$ cat src/rtl/wdt_pkg.sv
package wdt_pkg;
  localparam int BUS_W      = 32;
  localparam logic [7:0] OFS_STAT  = 8'h00;
  localparam logic [7:0] OFS_CTRL  = 8'h20;
  localparam logic [7:0] OFS_LOAD  = 8'h24;
  localparam logic [7:0] OFS_CAUSE = 8'h38;
  localparam int BIT_RESTART = 9;
  localparam int BIT_ENABLE  = 7;
  localparam int BIT_CAUSE   = 1;
  localparam int DIV_LSB     = 16;
  localparam int DIV_W       = BUS_W - DIV_LSB;
endpackage

$ cat src/rtl/wdt_regs.sv
module wdt_regs
  import wdt_pkg::*;
#(
  parameter int ADDR_W = 8,
  parameter int CNT_W  = 16
) (
  input  logic              clk,
  input  logic              rst,
  input  logic              bus_en,
  input  logic              bus_we,
  input  logic [ADDR_W-1:0] bus_addr,
  input  logic [BUS_W-1:0]  bus_wdata,
  output logic [BUS_W-1:0]  bus_rdata,
  input  logic              expire_i,
  output logic              enable_o,
  output logic [DIV_W-1:0]  div_o,
  output logic [CNT_W-1:0]  load_o,
  output logic              restart_o,
  output logic              cause_o
);
  localparam int PAD_W = BUS_W - CNT_W;

  logic wr_hit, rd_hit;
  logic [ADDR_W-1:0] a_stat, a_ctrl, a_load, a_cause;

  assign a_stat  = ADDR_W'(OFS_STAT);
  assign a_ctrl  = ADDR_W'(OFS_CTRL);
  assign a_load  = ADDR_W'(OFS_LOAD);
  assign a_cause = ADDR_W'(OFS_CAUSE);

  assign wr_hit = bus_en && bus_we;
  assign rd_hit = bus_en && !bus_we;
  assign restart_o = wr_hit && (bus_addr == a_stat) && bus_wdata[BIT_RESTART];

  always_ff @(posedge clk) begin
    if (rst) begin
      enable_o <= 1'b0;
      div_o    <= '0;
      load_o   <= '0;
    end else if (wr_hit) begin
      if (bus_addr == a_ctrl) begin
        enable_o <= bus_wdata[BIT_ENABLE];
        div_o    <= bus_wdata[BUS_W-1:DIV_LSB];
      end
      if (bus_addr == a_load)
        load_o <= bus_wdata[CNT_W-1:0];
    end
  end

  always_ff @(posedge clk) begin
    if (rst)
      cause_o <= 1'b0;
    else if (expire_i)
      cause_o <= 1'b1;
    else if (wr_hit && (bus_addr == a_cause) && bus_wdata[BIT_CAUSE])
      cause_o <= 1'b0;
  end

  always_ff @(posedge clk) begin
    if (rst) begin
      bus_rdata <= '0;
    end else begin
      bus_rdata <= '0;
      if (rd_hit) begin
        if (bus_addr == a_ctrl) begin
          bus_rdata[BUS_W-1:DIV_LSB] <= div_o;
          bus_rdata[BIT_ENABLE]      <= enable_o;
        end else if (bus_addr == a_load) begin
          bus_rdata <= {{PAD_W{1'b0}}, load_o};
        end else if (bus_addr == a_cause) begin
          bus_rdata[BIT_CAUSE] <= cause_o;
        end
      end
    end
  end

  assert_stat_reads_zero_R2: assert property (@(posedge clk) disable iff (rst)
    (rd_hit && bus_addr == a_stat) |=> (bus_rdata == '0));
  assert_cause_sticky_R6: assert property (@(posedge clk) disable iff (rst)
    (cause_o && !(wr_hit && bus_addr == a_cause)) |=> cause_o);
endmodule

$ cat src/rtl/wdt_prescaler.sv
module wdt_prescaler #(
  parameter int DIV_W = 16
) (
  input  logic             clk,
  input  logic             rst,
  input  logic             en,
  input  logic             clr,
  input  logic             ref_tick,
  input  logic [DIV_W-1:0] div,
  output logic             tick
);
  logic [DIV_W-1:0] pcnt;
  logic             at_end;

  assign at_end = (div <= DIV_W'(1)) || (pcnt >= div - DIV_W'(1));
  assign tick   = en && ref_tick && at_end && !clr;

  always_ff @(posedge clk) begin
    if (rst || clr)
      pcnt <= '0;
    else if (en && ref_tick)
      pcnt <= at_end ? '0 : pcnt + DIV_W'(1);
  end

  assert_pre_hold_R9: assert property (@(posedge clk) disable iff (rst)
    (!en && !clr) |=> $stable(pcnt));
  assert_pre_clear_R8: assert property (@(posedge clk) disable iff (rst)
    clr |=> (pcnt == '0));
endmodule

$ cat src/rtl/wdt_downcount.sv
module wdt_downcount #(
  parameter int CNT_W = 16
) (
  input  logic             clk,
  input  logic             rst,
  input  logic             en,
  input  logic             restart,
  input  logic             tick,
  input  logic [CNT_W-1:0] load,
  output logic             expire_q
);
  logic [CNT_W-1:0] cnt;

  always_ff @(posedge clk) begin
    if (rst) begin
      cnt      <= '0;
      expire_q <= 1'b0;
    end else begin
      expire_q <= 1'b0;
      if (restart) begin
        cnt <= load;
      end else if (en && tick) begin
        if (cnt <= CNT_W'(1)) begin
          cnt      <= load;
          expire_q <= 1'b1;
        end else begin
          cnt <= cnt - CNT_W'(1);
        end
      end
    end
  end

  assert_restart_loads_R8: assert property (@(posedge clk) disable iff (rst)
    restart |=> (cnt == $past(load) && !expire_q));
  assert_cnt_hold_R9: assert property (@(posedge clk) disable iff (rst)
    (!en && !restart) |=> ($stable(cnt) && !expire_q));
endmodule

$ cat src/rtl/wdt_prescaled.sv
module wdt_prescaled
  import wdt_pkg::*;
#(
  parameter int ADDR_W = 8,
  parameter int CNT_W  = 16
) (
  input  logic              clk,
  input  logic              rst,
  input  logic              ref_tick,
  input  logic              bus_en,
  input  logic              bus_we,
  input  logic [ADDR_W-1:0] bus_addr,
  input  logic [31:0]       bus_wdata,
  output logic [31:0]       bus_rdata,
  output logic              wdt_rst_req
);
  logic             enable, restart, tick, cause;
  logic [DIV_W-1:0] div;
  logic [CNT_W-1:0] load;

  wdt_regs #(.ADDR_W(ADDR_W), .CNT_W(CNT_W)) u_regs (
    .clk(clk), .rst(rst), .bus_en(bus_en), .bus_we(bus_we),
    .bus_addr(bus_addr), .bus_wdata(bus_wdata), .bus_rdata(bus_rdata),
    .expire_i(wdt_rst_req), .enable_o(enable), .div_o(div),
    .load_o(load), .restart_o(restart), .cause_o(cause)
  );

  wdt_prescaler #(.DIV_W(DIV_W)) u_pre (
    .clk(clk), .rst(rst), .en(enable), .clr(restart),
    .ref_tick(ref_tick), .div(div), .tick(tick)
  );

  wdt_downcount #(.CNT_W(CNT_W)) u_cnt (
    .clk(clk), .rst(rst), .en(enable), .restart(restart),
    .tick(tick), .load(load), .expire_q(wdt_rst_req)
  );

  assert_cause_set_R6: assert property (@(posedge clk) disable iff (rst)
    wdt_rst_req |=> cause);
  assert_req_needs_enable_R9: assert property (@(posedge clk) disable iff (rst)
    wdt_rst_req |-> $past(enable));
endmodule

$ cat config.mk
export PLATFORM = sky130hd
export DESIGN_NAME = wdt_prescaled
export DESIGN_NICKNAME = d
export VERILOG_FILES = /design/src/rtl/wdt_pkg.sv /design/src/rtl/wdt_regs.sv /design/src/rtl/wdt_prescaler.sv /design/src/rtl/wdt_downcount.sv /design/src/rtl/wdt_prescaled.sv
export SDC_FILE = /design/constraint.sdc
export NUM_CORES = 1
export LEC_CHECK = 0
export BUFFER_PORTS_ARGS = -buffer_cell sky130_fd_sc_hd__buf_2
export CAP_MARGIN = 10
export CORE_MARGIN = 2
export CORE_UTILIZATION = 56
export CTS_CLUSTER_SIZE = 40
export DETAILED_ROUTE_END_ITERATION = 6
export GPL_TIMING_DRIVEN = 0
export HOLD_SLACK_MARGIN = 0.05
export PLACE_DENSITY = 0.8
export SLEW_MARGIN = 20
export SYNTH_ARGS = -nofsm -noshare
export SYNTH_HDL_FRONTEND = slang
export SYNTH_SLANG_ARGS = --single-unit
$ cat constraint.sdc
create_clock -name clk -period 4.2 [get_ports clk]
set_clock_uncertainty 0.2 [all_clocks]
set_input_delay 0.42 -clock clk [delete_from_list [all_inputs] [get_ports clk]]
set_output_delay 0.42 -clock clk [all_outputs]
set_load 0.005 [all_outputs]
# Word-level counts from Yosys, hierarchy flattened
# Cells that the tools add are included.
dict set report op_classes {
  bitwise_logic 3
  order_cmp 3
  n_reduce_logical 23
  n_eq_ne 3
  n_addsub 3
  n_mux 12
}
# cell n
set ops {}
lappend ops {{2-to-1 mux 16 bit} 5}
lappend ops {{less-or-equal comparator 16 x 1 -> 1 bit, second input constant} 2}
lappend ops {{subtractor 16 x 1 -> 16 bit, second input constant} 2}
lappend ops {{== test 8 x 6 -> 1 bit, second input constant} 3}
lappend ops {{adder 16 x 1 -> 16 bit, second input constant} 1}
lappend ops {{greater-or-equal comparator 16 bit} 1}
lappend ops {{logical AND 1 bit} 10}
lappend ops {{zero test 8 bit} 1}
lappend ops {{2-to-1 mux 1 bit} 6}
lappend ops {{2-to-1 mux 6 bit} 1}
lappend ops {{OR reduction 3 bit} 2}
lappend ops {{AND reduction 2 bit} 2}
lappend ops {{nonzero test 2 bit} 2}
lappend ops {{OR reduction 4 bit} 1}
lappend ops {{NOT 1 bit} 3}
lappend ops {{zero test 1 bit} 2}
lappend ops {{logical OR 1 bit} 2}
lappend ops {{OR reduction 2 bit} 1}
dict set report word_totals {
  output_inout_bits 33
  regBits 99
  wordCells 57
}

# Depth between registers and ports, before layout
dict set report logic_depth {
  depth_word 8
  ltp_mapped 13
}

# Modules after synthesis
# Synthesis repeated with hierarchy kept, for this count alone.
dict set report unflattened {
  hier_cells 544
  area_unflattened_um2 5122.4
}
# mod seq_area_each_um2 area_per_inst_um2 cells_each n_inst
set modules_own_cells {}
lappend modules_own_cells {wdt_regs 1321.3 2539.9 234 1}
lappend modules_own_cells {wdt_prescaler 320.3 1428.9 162 1}
lappend modules_own_cells {wdt_downcount 340.3 1153.6 148 1}

# Worst setup path after synthesis
# OpenSTA, ideal clock, no wires.
dict set report synth_timing {
  path_kind {flip-flop to flip-flop}
  start {register u_regs.div_o[2]}
  end {register u_pre.pcnt[6]}
  path_stages_with_launch 14
  period_less_slack_ps 3812
  required_time_ps 3936
  arrival_ps 3548
  setup_ps 64
  path_buffers 1
  setup_slack_ps 388
  path_cell_list {dfxtp_1 -> or4_1 -> nor3_1 -> nand2_1 -> nor4_1 -> xnor2_1 -> ha_1 -> nand4_1 -> o21ai_0 -> a311o_1 -> nor4_2 -> o21ai_4 -> buf_6 -> nor2_1}
}
dict set report synth_between {
  elab_chain_len 4
  word_cells_on_any_way 5
  cone_classes {1 x add/sub; 2 x order compare; 1 x mux; 1 x reduce/logical}
}
# element line_no
set synth_rtl {}
lappend synth_rtl {{start, declared} wdt_regs.sv:16} ;# output logic [DIV_W-1:0] div_o,
lappend synth_rtl {{start signal, assigned} wdt_regs.sv:43} ;# div_o <= bus_wdata[BUS_W-1:DIV_LSB];
lappend synth_rtl {{subtractor 16 x 1 -> 16 bit} wdt_prescaler.sv:15} ;# assign at_end = (div <= DIV_W'(1)) || (pcnt >= div - DIV_W'(1));
lappend synth_rtl {{greater-or-equal comparator 16 bit} wdt_prescaler.sv:15}
lappend synth_rtl {{logical OR 1 bit *} wdt_prescaler.sv:15}
lappend synth_rtl {{2-to-1 mux 16 bit *} wdt_prescaler.sv:22} ;# pcnt <= at_end ? '0 : pcnt + DIV_W'(1);
lappend synth_rtl {{end signal, assigned} wdt_prescaler.sv:22}
lappend synth_rtl {{end, declared} wdt_prescaler.sv:12} ;# logic [DIV_W-1:0] pcnt;
# Mark *: on every way between the ends. The rest lies on a longest branch, timed or not.
# A chain may end at the register's enable or synchronous reset.

# Final worst setup path
dict set report layout_timing {
  start {register u_regs.div_o[2]}
  end {register u_cnt.cnt[8]}
}
dict set report layout_between {
  elab_chain_len 7
  word_cells_on_any_way 8
  cone_classes {1 x add/sub; 2 x order compare; 5 x reduce/logical}
}
# element line_no
set layout_rtl {}
lappend layout_rtl {{subtractor 16 x 1 -> 16 bit} wdt_prescaler.sv:15}
lappend layout_rtl {{greater-or-equal comparator 16 bit} wdt_prescaler.sv:15}
lappend layout_rtl {{logical OR 1 bit *} wdt_prescaler.sv:15}
lappend layout_rtl {{logical AND 1 bit * (2 in series)} wdt_prescaler.sv:16} ;# assign tick = en && ref_tick && at_end && !clr;
lappend layout_rtl {{logical AND 1 bit *} wdt_downcount.sv:22} ;# end else if (en && tick) begin
lappend layout_rtl {{nonzero test 2 bit (no line) *} --}
lappend layout_rtl {{end signal, assigned} wdt_downcount.sv:21} ;# cnt <= load;
lappend layout_rtl {{end signal, assigned} wdt_downcount.sv:24} ;# cnt <= load;
lappend layout_rtl {{end signal, assigned} wdt_downcount.sv:27} ;# cnt <= cnt - CNT_W'(1);
lappend layout_rtl {{end, declared} wdt_downcount.sv:12} ;# logic [CNT_W-1:0] cnt;
# Marked as above.

==> flow_metrics.env <==
export IMPL_status="finished clean"
export IMPL_setup_viol=0
export IMPL_hold_viol=0
export IMPL_yosysSeqAreaShare=0.424
export IMPL_routed_wl_um=11600
export IMPL_die_w_um=95.4
export IMPL_maxSlewHeadroom=0.204
export IMPL_fp_coreArea_um2=8130
export IMPL_globalRoute_busiestLayer="met2"
export IMPL_fin_crit_ns=4.04
export IMPL_row_count=33
export IMPL_critical_path_arrival_ns=4.10
export IMPL_track_usage=0.265
export IMPL_cp_start_kind="flip-flop"
export IMPL_first_pass_iters=5
export IMPL_post_synth_cell_area_avg_um2=8.81
export IMPL_maxcap_violations=0
export IMPL_final_nets=688
export IMPL_via_count_normalized_by_instance_count=5.70
export IMPL_wire_length_of_the_first_global_routing_pass_um=18700
export IMPL_overflow=0
export IMPL_synth_distinct_cells=65
export IMPL_antennaDiodeCount=0
export IMPL_gr_usage_met2=0.418
export IMPL_grtUsageMet1=0.360
export IMPL_post_route_cells_drive_above_1_share=0.190
export IMPL_buffer_ports_inserted=74
export IMPL_irDropWorstVdd_v=0.000209
export IMPL_detail_route_wl_per_cell_um=15.8
export IMPL_achievable_clock_frequency_mhz=248
export IMPL_synth_area_um2=4680
export IMPL_pin_count_of_the_biggest_net_entering_global_routing=17
export IMPL_die_area_um2=9100
export IMPL_powerDensity_nw_per_um2=297
export IMPL_rsz0062_at_grt="yes"
export IMPL_clk_root_buffer_cell="sky130_fd_sc_hd__clkbuf_8"
export IMPL_cts_htree_levels=3
export IMPL_place_gp_congestion=0.908
export IMPL_ys_dominant_reg_cell="sky130_fd_sc_hd__dfxtp_1"
export IMPL_tritoncts_num_buffers=9
export IMPL_routed_via_count=4174
export IMPL_synth_edf_count=0
export IMPL_end_kind="flip-flop"
export IMPL_initial_core_util=0.575
export IMPL_ios=78
export IMPL_synthesis_instances=531
export IMPL_data_required_time_at_the_worst_endpoint_ns=4.26
export IMPL_setup_tns_final_ns=0
export IMPL_detailed_place_hpwl_um=8590
export IMPL_gr_usage_met3=0.0435
export IMPL_min_path_cells=3
export IMPL_antenna_left=0
export IMPL_die_height_um=95.4
export IMPL_final_period_utilization=0.962
export IMPL_reg2regPathDepth=14
export IMPL_min_delay_worst_type="primary input to flip-flop"
export IMPL_area_growth_pct=17.0
export IMPL_tightest_slew_ns=1.18
export IMPL_clockBufferDepth=2
export IMPL_drcViolationCount=0
export IMPL_yosysWarningCount=0
export IMPL_vias_in_the_first_global_route=3967
export IMPL_insertion_delay_ns=0.37
export IMPL_path_clk_slew_ns=0.10
export IMPL_ys_ff_latch=99
export IMPL_critical_path_class="flip-flop to flip-flop"
export IMPL_report_final_slew_viol_count=0
export IMPL_p_leak_nw=2.44
export IMPL_path_max_fanout=7
export IMPL_synth_async_reset_ratio=0
export IMPL_grt_antenna_before_repair=0
export IMPL_clock_sink_count=99
export IMPL_fillers=669
export IMPL_drtIter0Drc=269
export IMPL_tritoncts_clock_tree="built"
export IMPL_report_power_total_mw=1.62
export IMPL_mappedNetlistNets=597
==> metrics by stage <==
step | area [µm²] | setup WS, ns | instances | hold WS (ns) | util
after floorplan | 4680 | 0.388 | 531 | 0.247 | -
after global placement | 5180 | -0.285 | 710 | 0.272 | 0.637
after detailed placement | 5190 | -0.0936 | 710 | 0.274 | 0.638
after CTS | 5430 | 0.0203 | 730 | 0.0642 | 0.667
after global routing | 5470 | -0.128 | 732 | 0.0809 | 0.673
final | 5470 | 0.160 | 732 | 0.0696 | 0.673
==> sequential cells by signal, indices dropped and copies added, names as in the netlist <==
register,cells
u_regs.cause_o,1
u_regs.enable_o,1
u_regs.load_o,16
u_cnt.cnt,16
u_pre.pcnt,16
u_cnt.expire_q,1
u_regs.div_o,16
u_regs.bus_rdata,32
==> critical path, cell delays in order (launching register included) <==
cell	delay, ns
sky130_fd_sc_hd__dfxtp_1	0.38
sky130_fd_sc_hd__or4_1	0.63
sky130_fd_sc_hd__nor3_4	0.22
sky130_fd_sc_hd__nand2_1	0.18
sky130_fd_sc_hd__nor4_2	0.26
sky130_fd_sc_hd__xnor2_1	0.11
sky130_fd_sc_hd__ha_1	0.30
sky130_fd_sc_hd__nand4_1	0.17
sky130_fd_sc_hd__nor3_2	0.31
sky130_fd_sc_hd__o311a_1	0.32
sky130_fd_sc_hd__nor4_4	0.07
sky130_fd_sc_hd__buf_4	0.18
sky130_fd_sc_hd__buf_4	0.13
sky130_fd_sc_hd__o41ai_1	0.36
sky130_fd_sc_hd__o21ai_1	0.10
==> cell usage after synthesis, drive strengths merged (4+ instances only) <==
cell type,instances,area share
a21oi,33,0.035
and2,31,0.042
and3,6,0.0086
clkbuf,22,0.020
dfxtp,99,0.42
ha,21,0.056
inv,11,0.0088
mux2i,18,0.039
nand2,69,0.055
nand3,10,0.011
nand4,10,0.013
nor2,61,0.051
nor3,22,0.024
nor4,8,0.012
o21a,4,0.0064
o21ai,13,0.017
o22ai,8,0.011
or3,4,0.0054
or4,5,0.0096
xnor2,20,0.037
xor2,9,0.017
==> worst paths after layout <==
check | slack, ns | startpoint | to
max | 0.16 | u_regs.div_o[2]$_SDFFE_PP0P_ | u_cnt.cnt[8]$_SDFFE_PP0P_
min reg2reg | 0.29 | u_regs.load_o[3]$_SDFFE_PP0P_ | u_regs.bus_rdata[3]$_SDFF_PP0_
min | 0.07 | bus_wdata[5] | u_regs.load_o[5]$_SDFFE_PP0P_
max reg2reg | 0.16 | u_regs.div_o[2]$_SDFFE_PP0P_ | u_cnt.cnt[8]$_SDFFE_PP0P_
==> area by class of cell <==
cell class                      instances  area, µm²  area share
Multi-Input combinational cell        397       2570       0.470
Sequential cell                        99       1980       0.363
Timing Repair Buffer                   80        415      0.0759
Clock buffer                           11        141      0.0258
Tap cell                              105        131      0.0240
Buffer                                 24        124      0.0226
Clock inverter                          5       61.3      0.0112
Inverter                               11       41.3     0.00755
==> timing repair <==
action                     CTS  global route
pin swaps                    1             1
setup endpoints to repair   20            27
resized for setup            1             6
buffers inserted             4             2
hold buffers                 0             0
==> placed cells by master, fill, tap and decap left out, types with 20 or more instances in the layout <==
cell / netlist / final
sky130_fd_sc_hd__a21oi_1: 33 / 33
sky130_fd_sc_hd__and2_1: 30 / 30
sky130_fd_sc_hd__buf_2: 0 / 74
sky130_fd_sc_hd__clkbuf_1: 21 / 22
sky130_fd_sc_hd__dfxtp_1: 99 / 98
sky130_fd_sc_hd__ha_1: 21 / 21
sky130_fd_sc_hd__nand2_1: 69 / 69
sky130_fd_sc_hd__nor2_1: 60 / 60
sky130_fd_sc_hd__nor3_1: 22 / 20
sky130_fd_sc_hd__xnor2_1: 20 / 20
==> kinds of logic (layout without fill, tap and decap cells) <==
kind of cell / after synthesis / after routing / share of synthesized area
buffers and inverters: 35 / 131 / 0.0353
AO/OA/AOI/OAI: 90 / 90 / 0.134
multiplexers: 19 / 19 / 0.0409
XOR/XNOR: 29 / 29 / 0.0543
AND/OR/NAND/NOR: 238 / 238 / 0.255
adder cells (fa/ha/maj): 21 / 21 / 0.0562
flip-flops: 99 / 99 / 0.424
==> power by group <==
group | switching, mW | internal [mW]
Clock | 0.340 | 0.295
Sequential | 0.000262 | 0.938
Combinational | 0.0285 | 0.0210
==> layer usage <==
layer  up-vias  share of wire
met3        22          0.050
li1       2057              -
met5         -              0
met1      1969           0.46
met4         0          0.019
met2       126           0.47
(Power assumes the default switching activity.)
